`src/rtl/dmac_pkg.sv`:
```
package dmac_pkg;
    localparam int BYTE_W = 8;

    typedef enum logic [1:0] {
        SEL_ADDR   = 2'd0,
        SEL_COUNT  = 2'd1,
        SEL_PTRCLR = 2'd2,
        SEL_NONE   = 2'd3
    } sel_e;

    typedef enum logic [1:0] {
        ST_IDLE  = 2'd0,
        ST_READY = 2'd1,
        ST_ENDED = 2'd2
    } chan_st_e;
endpackage

```
`src/rtl/dmac_byte_ptr.sv`:
```
module dmac_byte_ptr #(
    parameter int NBYTES = 2,
    localparam int PW = (NBYTES > 1) ? $clog2(NBYTES) : 1
) (
    input  logic          clk,
    input  logic          rst_n,
    input  logic          clear,
    input  logic          step,
    output logic [PW-1:0] ptr
);
    localparam logic [PW-1:0] LAST = PW'(NBYTES - 1);

    always_ff @(posedge clk or negedge rst_n) begin
        if (!rst_n) begin
            ptr <= '0;
        end else if (clear) begin
            ptr <= '0;
        end else if (step) begin
            ptr <= (ptr == LAST) ? '0 : ptr + 1'b1;
        end
    end
endmodule

```
`src/rtl/dmac_word_reg.sv`:
```
module dmac_word_reg #(
    parameter int W  = 16,
    parameter int PW = 1,
    localparam int NB = W / dmac_pkg::BYTE_W
) (
    input  logic          clk,
    input  logic          rst_n,
    input  logic          clr,
    input  logic          wr_en,
    input  logic [PW-1:0] wr_lane,
    input  logic [7:0]    wr_byte,
    input  logic          reload,
    input  logic          step_en,
    input  logic          step_down,
    output logic [W-1:0]  cur
);
    logic [W-1:0]  base_q;
    logic [W-1:0]  base_n;
    logic [W-1:0]  cur_n;
    logic [NB-1:0] lane_hit;

    // one comparator per byte lane
    for (genvar i = 0; i < NB; i++) begin : g_lane
        assign lane_hit[i] = wr_en && (wr_lane == PW'(i));
    end

    always_comb begin
        base_n = base_q;
        cur_n  = cur;
        for (int i = 0; i < NB; i++) begin
            if (lane_hit[i]) begin
                base_n[i*8 +: 8] = wr_byte;
                cur_n[i*8 +: 8]  = wr_byte;
            end
        end
        if (!wr_en) begin
            if (reload) begin
                cur_n = base_q;
            end else if (step_en) begin
                cur_n = step_down ? cur - 1'b1 : cur + 1'b1;
            end
        end
    end

    always_ff @(posedge clk or negedge rst_n) begin
        if (!rst_n) begin
            base_q <= '0;
            cur    <= '0;
        end else if (clr) begin
            base_q <= '0;
            cur    <= '0;
        end else begin
            base_q <= base_n;
            cur    <= cur_n;
        end
    end
endmodule

```
`src/rtl/dmac_chan_fsm.sv`:
```
module dmac_chan_fsm
    import dmac_pkg::*;
(
    input  logic     clk,
    input  logic     rst_n,
    input  logic     mclr,
    input  logic     prog,
    input  logic     done,
    input  logic     cnt_zero,
    input  logic     autoinit,
    output logic     step_en,
    output logic     reload,
    output logic     eop_n,
    output chan_st_e st
);
    chan_st_e st_n;
    logic     hit_tc;
    logic     eop_q;

    // state register
    always_ff @(posedge clk or negedge rst_n) begin
        if (!rst_n) begin
            st <= ST_IDLE;
        end else if (mclr) begin
            st <= ST_IDLE;
        end else begin
            st <= st_n;
        end
    end

    // next state
    always_comb begin
        st_n = st;
        unique case (st)
            ST_IDLE:  if (prog) st_n = ST_READY;
            ST_READY: if (!prog && done && cnt_zero && !autoinit) st_n = ST_ENDED;
            ST_ENDED: if (prog) st_n = ST_READY;
            default:  st_n = ST_IDLE;
        endcase
    end

    // outputs
    always_comb begin
        step_en = (st == ST_READY) && done && !prog;
        hit_tc  = step_en && cnt_zero;
        reload  = hit_tc && autoinit;
    end

    always_ff @(posedge clk or negedge rst_n) begin
        if (!rst_n) begin
            eop_q <= 1'b0;
        end else if (mclr) begin
            eop_q <= 1'b0;
        end else begin
            eop_q <= hit_tc;
        end
    end

    assign eop_n = ~eop_q;
endmodule

```
`src/rtl/dmac_chan_unit.sv`:
```
module dmac_chan_unit
    import dmac_pkg::*;
#(
    parameter int ADDR_W = 16,
    parameter int CNT_W  = 16
) (
    input  logic              clk,
    input  logic              rst_n,
    input  logic              mclr,
    input  logic              cpu_wr,
    input  logic              cpu_rd,
    input  logic [1:0]        cpu_sel,
    input  logic [7:0]        cpu_wdata,
    output logic [7:0]        cpu_rdata,
    input  logic              xfer_done,
    input  logic              mode_dec,
    input  logic              mode_autoinit,
    output logic [ADDR_W-1:0] cur_addr,
    output logic [CNT_W-1:0]  cur_count,
    output logic              eop_n
);
    localparam int NBYTES = ((ADDR_W > CNT_W) ? ADDR_W : CNT_W) / BYTE_W;
    localparam int PW     = (NBYTES > 1) ? $clog2(NBYTES) : 1;

    sel_e              sel;
    logic              sel_addr;
    logic              sel_cnt;
    logic              prog;
    logic              ptr_clr;
    logic              ptr_step;
    logic [PW-1:0]     byte_ptr;
    logic              step_en;
    logic              reload;
    chan_st_e          chan_st;
    logic [ADDR_W-1:0] addr_sh;
    logic [CNT_W-1:0]  cnt_sh;

    assign sel      = sel_e'(cpu_sel);
    assign sel_addr = (sel == SEL_ADDR);
    assign sel_cnt  = (sel == SEL_COUNT);
    assign prog     = cpu_wr && (sel_addr || sel_cnt);
    assign ptr_clr  = mclr || (cpu_wr && (sel == SEL_PTRCLR));
    assign ptr_step = (cpu_wr || cpu_rd) && (sel_addr || sel_cnt);

    dmac_byte_ptr #(.NBYTES(NBYTES)) u_ptr (
        .clk   (clk),
        .rst_n (rst_n),
        .clear (ptr_clr),
        .step  (ptr_step),
        .ptr   (byte_ptr)
    );

    dmac_chan_fsm u_fsm (
        .clk      (clk),
        .rst_n    (rst_n),
        .mclr     (mclr),
        .prog     (prog),
        .done     (xfer_done),
        .cnt_zero (cur_count == '0),
        .autoinit (mode_autoinit),
        .step_en  (step_en),
        .reload   (reload),
        .eop_n    (eop_n),
        .st       (chan_st)
    );

    dmac_word_reg #(.W(ADDR_W), .PW(PW)) u_addr (
        .clk       (clk),
        .rst_n     (rst_n),
        .clr       (mclr),
        .wr_en     (cpu_wr && sel_addr),
        .wr_lane   (byte_ptr),
        .wr_byte   (cpu_wdata),
        .reload    (reload),
        .step_en   (step_en),
        .step_down (mode_dec),
        .cur       (cur_addr)
    );

    dmac_word_reg #(.W(CNT_W), .PW(PW)) u_cnt (
        .clk       (clk),
        .rst_n     (rst_n),
        .clr       (mclr),
        .wr_en     (cpu_wr && sel_cnt),
        .wr_lane   (byte_ptr),
        .wr_byte   (cpu_wdata),
        .reload    (reload),
        .step_en   (step_en),
        .step_down (1'b1),
        .cur       (cur_count)
    );

    assign addr_sh = cur_addr >> {byte_ptr, 3'b000};
    assign cnt_sh  = cur_count >> {byte_ptr, 3'b000};

    always_comb begin
        if (sel_addr)     cpu_rdata = addr_sh[7:0];
        else if (sel_cnt) cpu_rdata = cnt_sh[7:0];
        else              cpu_rdata = 8'h00;
    end
endmodule

```
`config.mk`:
```
export PLATFORM = sky130hd
export DESIGN_NAME = dmac_chan_unit
export DESIGN_NICKNAME = d
export VERILOG_FILES = /design/src/rtl/dmac_pkg.sv /design/src/rtl/dmac_byte_ptr.sv /design/src/rtl/dmac_word_reg.sv /design/src/rtl/dmac_chan_fsm.sv /design/src/rtl/dmac_chan_unit.sv
export SDC_FILE = /design/constraint.sdc
export NUM_CORES = 1
export LEC_CHECK = 0
export ABC_AREA = 1
export BUFFER_PORTS_ARGS = -buffer_cell sky130_fd_sc_hd__buf_2
export CORE_MARGIN = 1
export CORE_UTILIZATION = 60
export DETAILED_ROUTE_END_ITERATION = 7
export HOLD_SLACK_MARGIN = 0.15
export MAX_ROUTING_LAYER = met4
export PLACE_DENSITY = 0.83
export SLEW_MARGIN = 20
export SYNTH_ARGS = -nofsm -noshare
export SYNTH_HDL_FRONTEND = slang
export SYNTH_SLANG_ARGS = --single-unit
```
`constraint.sdc`:
```
create_clock -name clk -period 2.6 [get_ports clk]
set_input_delay 0 -clock clk [delete_from_list [all_inputs] [get_ports clk]]
set_output_delay 0 -clock clk [all_outputs]
set_load 0.01 [all_outputs]
```
**Yosys cells after proc, flatten, opt, wreduce, memory -nomap -nowiden**

Cells that the tools add are included.

- Input bits: 18
- Word-level logic and storage cells: 83
- Output and inout bits: 41
- Bits in registers: 68

- $add $sub $neg: 4
- Shift operators: 2
- Eq/ne operators: 6
- Bitwise gates (word level): 2
- Mux-type cells: 29
- Reduce and logical (&&, ||, !) cells: 31

Operators by type and width:

| cell | number |
|---|---|
| 16-bit 2-to-1 mux | 11 |
| 8-bit 2-to-1 mux | 10 |
| 16-bit by 4-bit >> shifter with 8-bit output | 2 |
| 16-bit by 1-bit subtractor with 16-bit output (second input constant) | 2 |
| 16-bit by 1-bit adder with 16-bit output (second input constant) | 1 |
| 1-bit logical AND | 16 |
| 16-bit logical NOT | 1 |
| 2-bit nonzero test | 5 |
| 2-bit 2-to-1 mux | 3 |
| 2-bit by 1-bit == test with 1-bit output (second input constant) | 2 |
| 2-bit == test (second input constant) | 2 |
| 2-bit logical NOT | 2 |
| 1-bit 2-to-1 mux | 4 |
| 2-bit one-hot mux with 2 select lines | 1 |
| 1-bit logical OR | 3 |
| 3-bit by 1-bit != test with 1-bit output (second input constant) | 1 |
| 3-bit by 2-bit != test with 1-bit output (second input constant) | 1 |
| 1-bit logical NOT | 2 |
| 1-bit NOT | 2 |
| 2-bit AND reduction | 1 |
| 2-bit OR reduction | 1 |
| 1-bit adder (second input constant) | 1 |

**Longest topological paths before layout**

Gate-level depths: netlist of the first run.

- Word-level depth: 10
- Gate-level depth with buffers: 13
- Gate-level depth less buffers: 12

**Cells and area by module**

A second synthesis of the first run with hierarchy kept.

- Cell total of the unflattened synthesis: 927
- Area total of the unflattened synthesis: 5928.2 µm²

Modules (own cells, without submodules):

| module | cells an instance | times used | seq. area each (µm²) | area each (µm²) |
|---|---|---|---|---|
| dmac_word_reg | 402 | 2 | 800.8 | 2636.3 |
| dmac_chan_unit | 91 | 1 | 0.0 | 430.4 |
| dmac_chan_fsm | 26 | 1 | 75.1 | 181.4 |
| dmac_byte_ptr | 6 | 1 | 25.0 | 43.8 |

**Worst setup path before layout of the first run**

No wires, ideal clock.

- Kind: flip-flop to flip-flop
- Start point: register u_addr.cur[2]
- End point: register u_addr.cur[7]
- Slack: 759 ps
- Cell stages (with the launch flop): 10
- Data required time: 2468 ps
- Clock period less this slack: 1841 ps
- Setup time: 132 ps
- Buffers on the path: 0
- Arrival: 1709 ps
- Path through: dfrtp_1 -> ha_1 -> or2_2 -> nand3_1 -> nand2_1 -> or2_2 -> nand3_1 -> nand3_1 -> nand2_1 -> nor2_1

- Longest elaborated chain between the ends: 6
- Elaborated cells between the ends (all ways): 7
- Those cells by class: 2 x add/sub; 5 x mux

Ends and longest elaborated chain:

| element | line | source |
|---|---|---|
| from (decl) | dmac_word_reg.sv:15 | `output logic [W-1:0] cur` |
| from (signal assigned) | dmac_word_reg.sv:54 | `cur <= cur_n;` |
| 16-bit by 1-bit adder with 16-bit output or 16-bit by 1-bit subtractor with 16-bit output (tied branches) | dmac_word_reg.sv:40 | `cur_n = step_down ? cur - 1'b1 : cur + 1'b1;` |
| 16-bit 2-to-1 mux (*) | dmac_word_reg.sv:40 |  |
| 16-bit 2-to-1 mux (*) | dmac_word_reg.sv:39 | `end else if (step_en) begin` |
| 16-bit 2-to-1 mux (*) | dmac_word_reg.sv:37 | `if (reload) begin` |
| 16-bit 2-to-1 mux (*) | dmac_word_reg.sv:36 | `if (!wr_en) begin` |
| 16-bit 2-to-1 mux (*) | dmac_word_reg.sv:49 | `end else if (clr) begin` |

Every way passes the cells marked *; elsewhere a longest branch is shown, timed or not.
A chain may end at the register's enable or synchronous reset.

**Worst setup path after layout of the first run**

- Start point: register u_cnt.cur[0]
- End point: register u_cnt.cur[12]

- Longest elaborated chain between the ends: 6
- Elaborated cells between the ends (all ways): 8
- Those cells by class: 1 x add/sub; 4 x mux; 3 x reduce/logical

Ends and longest elaborated chain:

| element | line |
|---|---|
| from (decl) | dmac_word_reg.sv:15 |
| from (signal assigned) | dmac_word_reg.sv:54 |
| branches (longest 3 deep; another with 16-bit by 1-bit subtractor with 16-bit output) | - |
| 16-bit 2-to-1 mux (*) | dmac_word_reg.sv:37 |
| 16-bit 2-to-1 mux (*) | dmac_word_reg.sv:36 |
| 16-bit 2-to-1 mux (*) | dmac_word_reg.sv:49 |

Every way passes the cells marked *.

==> results of run 1 <==
-- where the power goes --
part           switching [mW]  leakage (nW)  internal, mW  total, mW
sequential              0.101         0.911          1.14       1.24
combinational           0.635          2.23         0.372       1.01
clock                   0.441         0.102         0.532      0.973
total                    1.18          3.24          2.05       3.22
-- synth_stat cells (4+ instances only) --
| cell | count | area [µm²] |
|---|---|---|
| nand3_1 | 51 | 255 |
| a21oi_1 | 16 | 80.1 |
| nor3_1 | 4 | 20.0 |
| buf_2 | 6 | 30.0 |
| nor2_1 | 92 | 345 |
| xor2_1 | 7 | 61.3 |
| inv_1 | 96 | 360 |
| nand4_1 | 4 | 25.0 |
| o21ai_1 | 6 | 30.0 |
| ha_1 | 16 | 200 |
| o211ai_1 | 22 | 165 |
| dfrtp_1 | 68 | 1700 |
| nand2_1 | 227 | 852 |
| clkbuf_1 | 16 | 60.1 |
| o21ai_0 | 77 | 385 |
| mux2_2 | 13 | 146 |
| o22ai_1 | 8 | 50.1 |
-- sequential cells by signal, indices dropped and copies added (netlist names) --
register and cells:
u_addr.base_q 16, u_addr.cur 16, u_cnt.base_q 16, u_cnt.cur 16, u_fsm.eop_q 1, u_fsm.st 2
u_ptr.ptr 1
-- what timing repair did --
item / in CTS / in global routing
resized for setup: 0 / 1
setup endpoints to repair: 0 / 1
endpoints found under the hold margin: 49 / 0
hold buffers: 22 / 0
-- layout by cell type, fill, tap and decap left out, types with 3 or more instances in the layout --
cell type	instances
nand2_1	227
inv_1	96
nor2_1	91
o21ai_0	77
dfrtp_1	68
buf_2	58
nand3_1	51
o211ai_1	22
dlygate4sd3_1	22
a21oi_1	16
ha_1	16
mux2_2	13
buf_4	13
clkbuf_8	9
o22ai_1	8
xor2_1	7
o21ai_1	6
nand4_1	4
nor3_1	4
nor2_2	3
inv_2	3
nor2_4	3
or2_2	3
-- cell type report --
| cell class | count | area [µm²] | area share |
|---|---|---|---|
| Timing Repair Buffer | 93 | 608 | 0.104 |
| Clock inverter | 5 | 77.6 | 0.0132 |
| Inverter | 99 | 372 | 0.0634 |
| Tap cell | 105 | 131 | 0.0224 |
| Clock buffer | 10 | 128 | 0.0218 |
| Sequential cell | 68 | 1700 | 0.290 |
| Multi-Input combinational cell | 569 | 2850 | 0.485 |
-- path summary, 6_finish.rpt --
kind | to | depth (start not counted) | slack [ns] | startpoint
min in group clk | u_fsm.st[1] | 7 | 0.17 | xfer_done
min | u_fsm.st[1] | 2 | 0.17 | rst_n
max reg2reg | u_cnt.cur[12] | 12 | 0.27 | u_cnt.cur[0]
max in group asynchronous | u_addr.cur[10] | 3 | 1.66 | rst_n
min reg2reg | u_fsm.st[1] | 2 | 0.48 | u_fsm.st[1]
max | u_cnt.cur[12] | 12 | 0.27 | u_cnt.cur[0]
-- cells by family after synthesis --
| logic type | synth area share |
|---|---|
| buffers and inverters | 0.0996 |
| adders and majority gates | 0.0436 |
| AOI/OAI and AO/OA | 0.146 |
| and+or+nand+nor | 0.330 |
| muxes | 0.0290 |
| xor gates and xnor gates | 0.0156 |
| DFF | 0.337 |
-- worst register-to-register path, cell delays in order (launching register included) --
cell           delay (ns)
dfrtp_1              0.42
inv_1                0.14
ha_1                 0.29
inv_1                0.11
nor2_2               0.22
nand2_1              0.09
nand2_1              0.07
nand2_1              0.05
nand2_1              0.05
nand3_1              0.08
nand2_1              0.07
nor2_1               0.04
dlygate4sd3_1        0.59
-- routing by layer --
metal / vias to the layer above / share of wire / track usage
met5: - / 0 / -
met4: 0 / 0.035 / 0.171
met1: 2573 / 0.41 / 0.498
met2: 319 / 0.45 / 0.572
li1: 2614 / - / -
met3: 47 / 0.10 / 0.0777
==> impl_metrics.env, run 1 <==
export IMPL_cp_cell_sequence="inv_1 > ha_1 > inv_1 > nor2_2 > nand2_1 > nand2_1 > nand2_1 > nand2_1 > nand3_1 > nand2_1 > nor2_1 > dlygate4sd3_1"
export IMPL_skew_ns=0.0147
export IMPL_synth_avg_cell_area_um2=6.62
export IMPL_setup_viol=0
export IMPL_nNetsFinal=875
export IMPL_grt_pass1_vias=4919
export IMPL_cts_root_buf="clkbuf_8"
export IMPL_place_area_um2=5440
export IMPL_numCtsBuffers=9
export IMPL_dp_hpwl_um=11400
export IMPL_period_share=0.897
export IMPL_maxCapViolations=0
export IMPL_antenna_found_initial=0
export IMPL_io_pins=59
export IMPL_rows=33
export IMPL_vias=5553
export IMPL_final_cell_area_um2=5870
export IMPL_ys_seq_area_frac=0.337
export IMPL_cts_setup_buffers=0
export IMPL_path_class="reg -> reg"
export IMPL_worst_path_max_delay_cell="dlygate4sd3_1"
export IMPL_routedWlPerCell_um=16.5
export IMPL_ys_async_sr_fraction=1.00
export IMPL_synth_top_flop_cell="dfrtp_1"
export IMPL_p_leak_nw=3.24
export IMPL_cp_data_arrival_time_ns=2.56
export IMPL_routed_wl_um=15700
export IMPL_start_util=0.618
export IMPL_finalPower_mw=3.22
export IMPL_worstSkewPairLatency_ns=0.36
export IMPL_min_path_type="in -> async"
export IMPL_nFillCells=724
export IMPL_gp_routability_congestion=1.01
export IMPL_cts_htree_levels=3
export IMPL_setup_ws_ns=0.268
export IMPL_cp_top_family="buffers and inverters"
export IMPL_max_freq_mhz=429
export IMPL_yosys_warnings=0
export IMPL_ctsLongestPathBuffers=2
export IMPL_die_y_um=93.7
export IMPL_critPathMaxFanout=5
export IMPL_syn_area_um2=5050
export IMPL_grt_max_degree=30
export IMPL_cts_sinks=68
export IMPL_grt_overflow=0
export IMPL_stdcell_count=949
export IMPL_outcome="complete, no violations"
export IMPL_drc_errors=0
export IMPL_die_w_um=93.7
export IMPL_track_usage=0.381
export IMPL_grt_pass1_wl_um=24700
export IMPL_cts_tree="yes"
export IMPL_crit_buf_inv=3
export IMPL_area_delta_synth_final_pct=16.2
export IMPL_p_per_area_nw_per_um2=549
export IMPL_dpl_cell_count=912
export IMPL_rsz0062_at_grt="no"
export IMPL_synth_edf_count=0
export IMPL_drive_gt1_frac=0.137
export IMPL_setup_tns_ns=0
export IMPL_core_area_um2=8180
export IMPL_drt_initial_drc_count=553
export IMPL_io_buffers=58
export IMPL_synth_seq_cells=68
export IMPL_dieArea_um2=8790
export IMPL_relSlewSlack=0.549
export IMPL_slew_viol_final=0
export IMPL_crit_required_ns=2.83
export IMPL_yosysUniqueCellTypes=38
export IMPL_vias_per_cell=5.85
export IMPL_worst_slew_pin_slew_ns=0.676
export IMPL_slowest_delay_ns=0.59
export IMPL_path_clk_slew_ns=0.08
export IMPL_antenna_left=0
export IMPL_ir_worst_vdd_uv=340
export IMPL_worst_setup_path_start_kind="register"
export IMPL_final_util=0.717
export IMPL_finalCriticalPeriod_ns=2.33
export IMPL_cp_end_kind="register"
export IMPL_hold_viol=0
export IMPL_holdWs_ns=0.170
export IMPL_n_antenna_cell=0
export IMPL_post_place_ws_ns=0.642
export IMPL_cp_common_cell="nand2_1"
export IMPL_synth_nets=798
export IMPL_syn_inst=763
export IMPL_drtPass1Iterations=7
(Power assumes the default switching activity.)
==> run 2, diff against run 1 <==
--- a/config.mk
+++ b/config.mk
@@ -8,11 +8,11 @@
 export ABC_AREA = 1
 export BUFFER_PORTS_ARGS = -buffer_cell sky130_fd_sc_hd__buf_2
 export CORE_MARGIN = 1
-export CORE_UTILIZATION = 60
+export CORE_UTILIZATION = 54
 export DETAILED_ROUTE_END_ITERATION = 7
 export HOLD_SLACK_MARGIN = 0.15
 export MAX_ROUTING_LAYER = met4
-export PLACE_DENSITY = 0.83
+export PLACE_DENSITY = 0.79
 export SLEW_MARGIN = 20
 export SYNTH_ARGS = -nofsm -noshare
 export SYNTH_HDL_FRONTEND = slang
==> constraint.sdc (replaced) <==
create_clock -name clk -period 1.95 [get_ports clk]
set_input_delay 0 -clock clk [delete_from_list [all_inputs] [get_ports clk]]
set_output_delay 0 -clock clk [all_outputs]
set_load 0.01 [all_outputs]
==> run 2 against run 1 <==
Against the previous run:
- setup slack got worse by 0.23 ns
- final cell count increased by 3.1%
- register-to-register slack got worse by 0.23 ns
- cell area increased by 4.3%
- hold slack improved by 0.019 ns
- critical endpoint is now u_ptr.ptr
==> impl_metrics.env, run 2 (same netlist as run 1, synthesis figures left out) <==
export IMPL_path_class="reg -> reg"
export IMPL_rows=34
export IMPL_crit_required_ns=2.24
export IMPL_antenna_found_initial=1
export IMPL_final_cell_area_um2=6120
export IMPL_cts_tree="yes"
export IMPL_drtPass1Iterations=5
export IMPL_cp_cell_sequence="inv_1 > buf_4 > o21ai_0 > a221oi_1 > dlygate4sd3_1"
export IMPL_numCtsBuffers=9
export IMPL_vias=5576
export IMPL_p_leak_nw=3.35
export IMPL_worstSkewPairLatency_ns=0.36
export IMPL_final_cell_mix="nand2_1, inv_1, nor2_1, o21ai_0, dfrtp_1"
export IMPL_hold_viol=0
export IMPL_critPathMaxFanout=20
export IMPL_crit_buf_inv=3
export IMPL_gp_routability_congestion=0.961
export IMPL_core_area_um2=8890
export IMPL_slowest_delay_ns=0.59
export IMPL_slew_viol_final=0
export IMPL_dp_hpwl_um=12100
export IMPL_worst_path_max_delay_cell="dlygate4sd3_1"
export IMPL_ir_worst_vdd_uv=668
export IMPL_grt_pass1_wl_um=26300
export IMPL_vias_per_cell=5.70
export IMPL_p_per_area_nw_per_um2=697
export IMPL_area_delta_synth_final_pct=21.2
export IMPL_r2r_slack_ns=0.04
export IMPL_maxCapViolations=0
export IMPL_max_freq_mhz=524
export IMPL_routedWlPerCell_um=16.8
export IMPL_grt_pass1_vias=5220
export IMPL_drive_gt1_frac=0.193
export IMPL_worst_slew_pin_slew_ns=0.641
export IMPL_routed_wl_um=16500
export IMPL_cp_top_family="buffers and inverters"
export IMPL_outcome="complete, no violations"
export IMPL_io_pins=59
export IMPL_reg2reg_from="u_ptr.ptr"
export IMPL_dieArea_um2=9740
export IMPL_grt_overflow=0
export IMPL_die_y_um=98.7
export IMPL_rr_worst_depth=5
export IMPL_track_usage=0.361
export IMPL_relSlewSlack=0.573
export IMPL_cp_end_kind="register"
export IMPL_cp_data_arrival_time_ns=2.20
export IMPL_place_area_um2=5690
export IMPL_finalCriticalPeriod_ns=1.91
export IMPL_die_w_um=98.7
export IMPL_drt_initial_drc_count=523
export IMPL_start_util=0.568
export IMPL_ctsLongestPathBuffers=2
export IMPL_rr_endpoint="u_ptr.ptr"
export IMPL_min_path_type="in -> async"
export IMPL_layout_commonest_cell="nand2_1"
export IMPL_cts_sinks=68
export IMPL_antenna_left=0
export IMPL_skew_ns=0.0143
export IMPL_path_clk_slew_ns=0.08
export IMPL_cts_htree_levels=3
export IMPL_nNetsFinal=899
export IMPL_cts_root_buf="clkbuf_8"
export IMPL_worst_setup_path_start_kind="register"
export IMPL_holdWs_ns=0.189
export IMPL_io_buffers=58
export IMPL_setup_ws_ns=0.0407
export IMPL_setup_tns_ns=0
export IMPL_grt_max_degree=69
export IMPL_drc_errors=0
export IMPL_period_share=0.979
export IMPL_rsz0062_at_grt="yes"
export IMPL_setup_viol=0
export IMPL_post_place_ws_ns=0.0582
[run 2: cell count changes in the layout (fill, tap and decap cells not counted), sizes merged]
cell,change
bufinv,-2
diode,+1
clkinvlp,+2
dlygate4sd3,-8
buf,+32
inv,+1
[run 2: timing repair]
item                                    4_1_cts  5_1_grt
buffers inserted                              0        1
endpoints found under the setup margin        0       26
hold endpoints to repair                     85        0
hold buffers                                 14        0
resized for setup                             0       23
[run 2: worst max-delay path by stage]
stage,startpoint,end,slack (ns),depth (start not counted)
6_report,u_ptr.ptr,u_ptr.ptr,0.04,5
3_3_place_gp,u_addr.cur[5],u_addr.cur[6],0.09,10
2_1_floorplan,u_addr.cur[2],u_addr.cur[7],0.11,9
4_1_cts,u_addr.cur[5],u_addr.cur[7],0.02,10
3_5_place_dp,u_addr.cur[5],u_addr.cur[7],0.06,10
5_1_grt,cpu_sel[1],u_addr.cur[12],-0.02,12
[run 2: layout make-up]
class	instances	area [µm²]
antenna	1	2.50
clock buffer	10	138
clock inverter	6	48.8
fill	792	2770
inverter	99	374
multi-input combinational	569	2930
sequential	68	1700
tap	108	135
timing repair buffer	117	788
[run 2: stage by stage]
step / power [mW] / cells / utilization
after global placement: 3.04 / 946 / 0.640
final: 4.27 / 978 / 0.688
after floorplan: 2.55 / 763 / -
after CTS: 4.20 / 976 / 0.676
after detailed placement: 3.06 / 946 / 0.640
after global routing: 4.51 / 978 / 0.688
[run 2: worst reg2reg max path: cells and delay by family, from the launching register on]
family	cells	cell delay, ns
buf+inv	3	0.98
flops	1	0.48
compound gates	2	0.39
[run 2: metal layers]
| layer | vias to the layer above | wire, µm | part of all wire | track usage |
|---|---|---|---|---|
| met2 | 293 | 7470 | 0.45 | 0.546 |
| met3 | 33 | 1480 | 0.090 | 0.0589 |
| li1 | 2663 | - | - | - |
| met5 | - | 0 | 0 | - |
| met1 | 2587 | 7190 | 0.44 | 0.501 |
| met4 | 0 | 329 | 0.020 | 0.106 |
[run 2: report_power, final]
| part | total (mW) | internal (mW) | leakage (nW) | switching, mW |
|---|---|---|---|---|
| logic | 1.53 | 0.588 | 2.36 | 0.946 |
| clock network | 1.12 | 0.505 | 0.0851 | 0.620 |
| registers | 1.61 | 1.52 | 0.909 | 0.0886 |
| total | 4.27 | 2.61 | 3.35 | 1.65 |
==> run 3, diff against run 2 <==
--- a/config.mk
+++ b/config.mk
@@ -5,15 +5,15 @@
 export SDC_FILE = /design/constraint.sdc
 export NUM_CORES = 1
 export LEC_CHECK = 0
-export ABC_AREA = 1
 export BUFFER_PORTS_ARGS = -buffer_cell sky130_fd_sc_hd__buf_2
 export CORE_MARGIN = 1
-export CORE_UTILIZATION = 54
+export CORE_UTILIZATION = 53
 export DETAILED_ROUTE_END_ITERATION = 7
 export HOLD_SLACK_MARGIN = 0.15
 export MAX_ROUTING_LAYER = met4
-export PLACE_DENSITY = 0.79
+export PLACE_DENSITY = 0.78
 export SLEW_MARGIN = 20
 export SYNTH_ARGS = -nofsm -noshare
 export SYNTH_HDL_FRONTEND = slang
 export SYNTH_SLANG_ARGS = --single-unit
+export TNS_END_PERCENT = 10
==> run 3 against run 2 <==
Against the previous run:
- the flow now finishes with violations (setup timing)
- sequential power down 5%
- critical endpoint is now u_addr.cur[13]
- synthesized area down 11%
- cell area up 1.9%
- die area down 8.8%
- register-to-register slack worse by 0.24 ns
- fmax down 11%
- critical path type unchanged
- setup slack worse by 0.24 ns
- first-iteration DRC count down 32%
- global-route usage up 0.91 points
- clock power about the same
- via count down 13%
==> impl_metrics.env, run 3 <==
export IMPL_synth_avg_cell_area_um2=8.46
export IMPL_dieArea_um2=8880
export IMPL_critPathMaxFanout=3
export IMPL_combPwrFrac=0.362
export IMPL_outcome="finished, violations left"
export IMPL_ys_seq_area_frac=0.377
export IMPL_finalCriticalPeriod_ns=2.15
export IMPL_rr_worst_depth=8
export IMPL_synth_top_area_frac=0.377
export IMPL_io_buffers=58
export IMPL_vias_per_cell=6.16
export IMPL_antenna_found_initial=0
export IMPL_period_share=1.10
export IMPL_crit_required_ns=2.20
export IMPL_area_delta_synth_final_pct=38.3
export IMPL_worstSetupEndpoint="u_addr.cur[13]"
export IMPL_grt_max_degree=69
export IMPL_cts_htree_levels=3
export IMPL_numCtsBuffers=9
export IMPL_post_place_ws_ns=-0.178
export IMPL_cp_end_kind="register"
export IMPL_maxCapViolations=0
export IMPL_failed_checks="setup timing"
export IMPL_yosys_warnings=0
export IMPL_worstSkewPairLatency_ns=0.35
export IMPL_ys_async_sr_fraction=1.00
export IMPL_setup_ws_ns=-0.197
export IMPL_synthTopCellsByCount="nand2_1, dfrtp_1, a21oi_1"
export IMPL_synth_nets=568
export IMPL_ys_top_cells_by_area="dfrtp_1, nand2_1, a21oi_1"
export IMPL_drt_initial_drc_count=354
export IMPL_place_area_um2=5580
export IMPL_syn_inst=533
export IMPL_n_antenna_cell=0
export IMPL_yosysUniqueCellTypes=58
export IMPL_io_pins=59
export IMPL_reg2reg_from="u_addr.cur[4]"
export IMPL_die_y_um=94.3
export IMPL_worst_setup_path_start_kind="register"
export IMPL_cts_root_buf="clkbuf_8"
export IMPL_path_clk_slew_ns=0.08
export IMPL_p_clk_frac=0.274
export IMPL_synth_seq_cells=68
export IMPL_cts_tree="yes"
export IMPL_synth_largest_area_cell="dfrtp_1"
export IMPL_core_area_um2=8220
export IMPL_setup_viol=15
export IMPL_p_sw_frac=0.338
export IMPL_ctsLongestPathBuffers=2
export IMPL_min_path_type="in -> reg"
export IMPL_synth_top_flop_cell="dfrtp_1"
export IMPL_nNetsFinal=712
export IMPL_gp_routability_congestion=0.973
export IMPL_grt_pass1_vias=4574
export IMPL_vias=4845
export IMPL_synthMostInstantiatedCell="nand2_1"
export IMPL_hold_viol=0
export IMPL_p_per_area_nw_per_um2=672
export IMPL_drtPass1Iterations=5
export IMPL_cts_sinks=68
export IMPL_slew_viol_final=0
export IMPL_rsz0062_at_grt="yes"
export IMPL_cp_data_arrival_time_ns=2.40
export IMPL_rows=33
export IMPL_stdcell_count=787
export IMPL_relSlewSlack=0.542
export IMPL_final_cell_area_um2=6240
export IMPL_dp_hpwl_um=10600
export IMPL_layout_commonest_cell="nand2_1"
export IMPL_routedWlPerCell_um=19.7
export IMPL_drive_gt1_frac=0.353
export IMPL_ir_worst_vdd_uv=545
export IMPL_p_int_mw=2.77
export IMPL_finalPower_mw=4.19
export IMPL_synth_edf_count=0
export IMPL_track_usage=0.370
export IMPL_startpoint="u_addr.cur[4]"
export IMPL_die_w_um=94.3
export IMPL_grt_overflow=0
export IMPL_dpl_cell_count=749
export IMPL_syn_area_um2=4510
export IMPL_worst_slew_pin_slew_ns=0.687
export IMPL_start_util=0.549
export IMPL_antenna_left=0
export IMPL_setup_tns_ns=-1.12
export IMPL_drc_errors=0
export IMPL_p_sw_mw=1.42
export IMPL_max_freq_mhz=466
export IMPL_seqPwrFrac=0.364
export IMPL_path_class="reg -> reg"
export IMPL_grt_pass1_wl_um=23500
export IMPL_skew_ns=0.0141
export IMPL_min_path_cells=3
export IMPL_rr_endpoint="u_addr.cur[13]"
export IMPL_routed_wl_um=15500
export IMPL_r2r_slack_ns=-0.20
export IMPL_p_leak_nw=2.82
export IMPL_final_cell_mix="nand2_1, buf_4, dfrtp_1, a21oi_1, buf_2"
==> run 3: cell count changes after synthesis, sizes merged, moves of 39 or more <==
cell,previous run,this run
nand2,230,106
inv,99,14
o21ai,84,11
a21oi,16,67
nor2,98,50
nand3,52,13
==> run 3: worst min-delay path by stage <==
stage                       endpoint  slack, ns        from
floorplan           u_addr.base_q[0]      -0.30       rst_n
global placement     u_cnt.base_q[4]       0.05       rst_n
detailed placement   u_cnt.base_q[4]       0.06       rst_n
CTS                      u_fsm.st[0]       0.17   xfer_done
global route             u_fsm.st[1]       0.21   xfer_done
finish                     u_ptr.ptr       0.19  cpu_sel[0]
==> run 3: power groups by stage <==
stage          Sequential [mW]  Combinational, mW  Clock, mW
2_1_floorplan             1.57              0.729          0
3_3_place_gp              1.54               1.28          0
3_5_place_dp              1.55               1.30          0
4_1_cts                   1.52               1.39       1.15
5_1_grt                   1.53               1.62       1.21
6_report                  1.53               1.52       1.15
==> run 3: cell families after synthesis <==
kind of cell    share of synthesized area
fa+ha+maj                          0.0488
compound gates                      0.200
mux                                0.0474
xor+xnor                           0.0388
buf+inv                            0.0510
flops                               0.377
simple gates                        0.237
==> run 3: layer usage <==
layer  part of all wire  global-route usage  up-vias
li1                   -                   -     2194
met1               0.40               0.460     2352
met2               0.48               0.595      249
met3              0.085              0.0558       50
met4              0.043               0.171        0
met5                  0                   -        -
==> run 3: worst max-delay path, cell delays in order, from the launching register on <==
cell and delay, ns:
dfrtp_2 0.43, ha_4 0.24, a21oi_4 0.17, o22ai_2 0.13, or2_4 0.29, a311oi_4 0.32
xor2_1 0.19, o21ai_0 0.10, a21o_1 0.18
==> run 3: per-stage QoR <==
stage	hold WS, ns	utilization
5_1_grt	0.210	0.759
3_5_place_dp	0.0568	0.679
4_1_cts	0.172	0.736
2_1_floorplan	-0.296	-
6_report	0.193	0.759
3_3_place_gp	0.0525	0.679
==> run 3: timing repair <==
item                                    CTS  global route
hold buffers                             14             0
gates resized for setup                  21            35
endpoints found under the setup margin   32            39
buffers inserted                          4             4
hold endpoints to repair                129             0
pin swaps                                29            23
==> run 3: final cells by class <==
class | instances | area [µm²]
multi-input combinational | 416 | 2930
fill | 620 | 1980
sequential | 68 | 1710
timing repair buffer | 168 | 1220
clock buffer | 12 | 135
tap | 105 | 131
inverter | 14 | 52.6
clock inverter | 4 | 50.0
